[config.mk]
export PLATFORM = sky130hd
export DESIGN_NAME = cascade_counter
export DESIGN_NICKNAME = d
export VERILOG_FILES = /design/src/rtl/cascade_counter_pkg.sv /design/src/rtl/cascade_counter_ctrl.sv /design/src/rtl/cascade_counter_dp.sv /design/src/rtl/cascade_counter.sv
export SDC_FILE = /design/constraint.sdc
export NUM_CORES = 1
export LEC_CHECK = 0
export CAP_MARGIN = 25
export CORE_AREA = 5 5 42 44
export DETAILED_ROUTE_END_ITERATION = 10
export DIE_AREA = 0 0 47 49
export DONT_BUFFER_PORTS = 1
export GPL_TIMING_DRIVEN = 0
export SLEW_MARGIN = 10
export SYNTH_ARGS = -nofsm -noshare
export SYNTH_HDL_FRONTEND = slang
export SYNTH_SLANG_ARGS = --single-unit
[constraint.sdc]
create_clock -name clk -period 1.25 [get_ports clk]
set_input_delay 0.1875 -clock clk [delete_from_list [all_inputs] [get_ports clk]]
set_output_delay 0.1875 -clock clk [all_outputs]
set_load 0.02 [all_outputs]
[src/rtl/cascade_counter_pkg.sv]
package cascade_counter_pkg;
  // Strobes from the mode decode to the datapath; at most one is high.
  typedef struct packed {
    logic doClear;
    logic doLoad;
    logic doInc;
  } cntStrobes_t;
endpackage

[src/rtl/cascade_counter_ctrl.sv]
module cascade_counter_ctrl
  import cascade_counter_pkg::*;
#(
  parameter bit ASYNC_CLEAR = 1'b1
) (
  input  logic        clearN,
  input  logic        loadN,
  input  logic        enPar,
  input  logic        enTrickle,
  output logic        regArstN,
  output cntStrobes_t strobes
);
  logic syncClear;

  // The parameter picks where the clear goes: into the register's reset
  // pin, or into the edge-driven mode decode.
  generate
    if (ASYNC_CLEAR) begin : g_asyncClear
      assign regArstN  = clearN;
      assign syncClear = 1'b0;
    end else begin : g_syncClear
      assign regArstN  = 1'b1;
      assign syncClear = ~clearN;
    end
  endgenerate

  // Priority order: clear, then load, then count; hold when no strobe is high.
  always_comb begin
    strobes.doClear = syncClear;
    strobes.doLoad  = ~syncClear & ~loadN;
    strobes.doInc   = ~syncClear & loadN & enPar & enTrickle;
  end
endmodule

[src/rtl/cascade_counter_dp.sv]
module cascade_counter_dp
  import cascade_counter_pkg::*;
#(
  parameter int WIDTH = 4
) (
  input  logic             clk,
  input  logic             regArstN,
  input  cntStrobes_t      strobes,
  input  logic [WIDTH-1:0] parIn,
  input  logic             enTrickle,
  output logic [WIDTH-1:0] countOut,
  output logic             termCount
);
  localparam logic [WIDTH-1:0] ZERO = '0;
  localparam logic [WIDTH-1:0] STEP = WIDTH'(1);

  logic [WIDTH-1:0] countQ;
  logic [WIDTH-1:0] countD;

  always_comb begin
    countD = countQ;
    if (strobes.doClear)     countD = ZERO;
    else if (strobes.doLoad) countD = parIn;
    else if (strobes.doInc)  countD = countQ + STEP;
  end

  // regArstN is tied high in the synchronous-clear build.
  always_ff @(posedge clk or negedge regArstN) begin
    if (!regArstN) countQ <= ZERO;
    else           countQ <= countD;
  end

  assign countOut  = countQ;
  // Combinational, so a chained stage sees it in the same cycle.
  assign termCount = (&countQ) & enTrickle;
endmodule

[src/rtl/cascade_counter.sv]
module cascade_counter
  import cascade_counter_pkg::*;
#(
  parameter int WIDTH       = 4,
  parameter bit ASYNC_CLEAR = 1'b1
) (
  input  logic             clk,
  input  logic             clearN,
  input  logic             loadN,
  input  logic             enPar,
  input  logic             enTrickle,
  input  logic [WIDTH-1:0] parIn,
  output logic [WIDTH-1:0] countOut,
  output logic             termCount
);
  cntStrobes_t strobes;
  logic        regArstN;

  cascade_counter_ctrl #(.ASYNC_CLEAR(ASYNC_CLEAR)) u_ctrl (
    .clearN    (clearN),
    .loadN     (loadN),
    .enPar     (enPar),
    .enTrickle (enTrickle),
    .regArstN  (regArstN),
    .strobes   (strobes)
  );

  cascade_counter_dp #(.WIDTH(WIDTH)) u_dp (
    .clk       (clk),
    .regArstN  (regArstN),
    .strobes   (strobes),
    .parIn     (parIn),
    .enTrickle (enTrickle),
    .countOut  (countOut),
    .termCount (termCount)
  );
endmodule

==> flow_summary.json <==
{
  "postCtsSetupBuffers": 0,
  "cts-root-buf": "clkbuf_4",
  "async_reset_ff_share_pct": 100,
  "holdPathEnd": "u_dp.countOut[1]",
  "tightestPinTransition_ns": 0.298,
  "grt_pass1_wl_um": 890,
  "ys_top_cells_by_count": "dfrtp_1, nor2_1, a21oi_1, nand3_1, xor2_1",
  "ys.flop_type": "dfrtp_1",
  "slowest_delay_ns": 0.46,
  "antenna_found_initial": 0,
  "cp_slowest_cell": "dfrtp_2",
  "n_antenna_cell": 0,
  "cp-start-kind": "flip-flop",
  "core_sq_um": 1400,
  "placed_area_sq_um": 238,
  "violations": "negative setup slack",
  "regToRegStartpoint": "u_dp.countOut[1]",
  "finalWorstSetupSlack_ns": -0.0413,
  "tritoncts": "built",
  "drv_cap": 0,
  "hold_path_startpoint": "parIn[1]",
  "grt_max_degree": 9,
  "crit_family": "flip-flops",
  "synth_edf_count": 0,
  "ff2ff_setup_slack_ns": 0.12,
  "clock_sinks": 4,
  "postLayoutCellArea_sq_um": 288,
  "cp_cell_sequence": "ha_4, and4_4",
  "drive_gt1_share_pct": 33.3,
  "synth.avg_cell_area_sq_um": 9.47,
  "fin_cells": 43,
  "hold_violations": 0,
  "vias": 183,
  "place.gp.congestion": 0.662,
  "finalCritPeriodShare_pct": 103,
  "fin_worst_skew_ns": 0.000131,
  "hp-class": "input pin to flip-flop",
  "dieHeight_um": 49,
  "drt_first_pass_iters": 2,
  "syn-num-nets": 33,
  "synthAdderAreaFrac_pct": 5.75,
  "die_w_um": 47,
  "yosysTopAreaCellShare_pct": 46.0,
  "crit_arrival_ns": 1.10,
  "rsz0062_at_grt": "yes",
  "end_kind": "primary output",
  "track_usage_pct": 6.07,
  "path_class": "flip-flop to primary output",
  "grt_overflow": 0,
  "slew-limit-headroom_pct": 80.1,
  "synth_seq_cells": 4,
  "largest_reg_flops": 4,
  "viasPerCell": 4.26,
  "num_io_pins": 14,
  "clock_latency_ns": 0.23,
  "num-fill-cells": 164,
  "status": "finished with violations",
  "synth_xor_area_share_pct": 8.05,
  "wire_per_inst_um": 12.7,
  "synthTopCellsByArea": "dfrtp_1, xor2_1, a21oi_1",
  "synth_compound_area_share_pct": 12.1,
  "place_inst": 39,
  "dieArea_sq_um": 2300,
  "p_per_area_nw_per_um2": 1430,
  "setup_tns_ns": -0.0413,
  "routed_wl_um": 545,
  "path_buf_inv": 0,
  "grt_pass1_vias": 223,
  "cts.clk_slew.worst_paths_ns": 0.04,
  "finalMaxSlewViolations": 0,
  "setup_viol": 1,
  "rows": 14,
  "synth_cell_type_count": 13,
  "start_util_pct": 15.5,
  "syn_inst": 23,
  "nNetsFinal": 39,
  "ir_drop_uv": 379,
  "worstRegToRegCells": 3,
  "timing.final.crit_period_ns": 1.29,
  "hold_depth": 2,
  "synth_top_family_by_area": "simple AND/OR/NAND/NOR gates",
  "numCtsBuffers": 3,
  "path_max_fanout": 4,
  "ys_warn_count": 0,
  "r2r-end": "u_dp.countOut[3]",
  "h-tree-depth": 1,
  "synth.cell_area_sq_um": 218,
  "drtAntennaViolNets": 0,
  "drc": 0,
  "required_ns": 1.06,
  "synth_simple_gate_area_share_pct": 21.8,
  "port_buffers": 0,
  "p_leak_nw": 0.108,
  "syn_to_final_growth_pct": 32.2,
  "yosysSeqAreaShare_pct": 46.0,
  "synthMuxAreaShare_pct": 4.60,
  "total_power_w": 0.000411,
  "final_util_pct": 20.5,
  "dr.first_iter.drc_count": 1,
  "max_freq_mhz": 774,
  "yosysTopAreaCell": "dfrtp_1",
  "clockBufferDepth": 2
}
[layout by cell type (no fill, tap or decap)]
master | synthesis | final
a21oi_1 | 3 | 3
a31oi_1 | 1 | 1
and4_4 | 0 | 1
clkbuf_1 | 1 | 1
clkbuf_4 | 0 | 3
dfrtp_1 | 4 | 1
dfrtp_2 | 0 | 3
dlygate4sd3_1 | 0 | 1
ha_4 | 0 | 1
mux2i_1 | 1 | 1
nand2_2 | 1 | 1
nand3_1 | 2 | 2
nor2_1 | 4 | 4
o21ai_0 | 1 | 1
or3_1 | 1 | 1
xor2_1 | 2 | 2
[where the power goes]
| group | switching [W] | internal [W] |
|---|---|---|
| logic | 0.0000283 | 0.0000318 |
| clock network | 0.0000531 | 0.000107 |
| registers | 0.0000427 | 0.000148 |
[cell type report]
| type | instances | area, sq um | area share, % |
|---|---|---|---|
| repair buffers | 1 | 10.0 | 3.48 |
| clock buffers | 3 | 22.5 | 7.83 |
| flip-flops and latches | 4 | 104 | 36.1 |
| plain buffers | 1 | 3.75 | 1.30 |
| multi-input cells | 18 | 128 | 44.3 |
| well taps | 16 | 20.0 | 6.96 |
[worst register-to-register path: stages (launching register included)]
cell and delay [ns]:
dfrtp_2 0.46, nand3_1 0.11, or3_1 0.31, a31oi_1 0.16
[stage by stage]
| stage | worst slack [ns] | hold WS, ns |
|---|---|---|
| floorplan | 0.0886 | -0.108 |
| global placement | 0.0311 | -0.108 |
| detailed placement | 0.0301 | -0.108 |
| CTS | -0.0503 | 0.0934 |
| global route | -0.0812 | 0.113 |
| finish | -0.0413 | 0.100 |
[cell families after synthesis]
kind of cell,after synthesis
flip-flops,4
buffers and inverters,1
AND/OR/NAND/NOR,9
XOR/XNOR,2
AO/OA/AOI/OAI,5
adder cells (fa/ha/maj),1
multiplexers,1
[worst max path at each step]
stage | start | end | depth (start not counted)
after detailed placement | u_dp.countOut[0] | termCount | 2
after global placement | u_dp.countOut[0] | termCount | 2
after global routing | u_dp.countOut[0] | termCount | 2
after CTS | u_dp.countOut[0] | termCount | 2
final | u_dp.countOut[1] | termCount | 2
after floorplan | u_dp.countOut[0] | termCount | 2
[timing repair]
action / 4_1_cts / 5_1_grt
gates resized for setup: 5 / 1
setup endpoints to repair: 1 / 2
hold buffers: 1 / 0
pin swaps: 2 / 0
gates cloned: 0 / 0
hold endpoints to repair: 4 / 0
[per-layer routing]
layer	global-route usage, %	up-vias	routed length [um]
met2	7.92	13	224
li1	-	92	-
met3	5.17	2	92
met1	5.53	76	212
met5	0	-	0
met4	5.53	0	16
No activity file was read; power rests on OpenSTA's default activity.
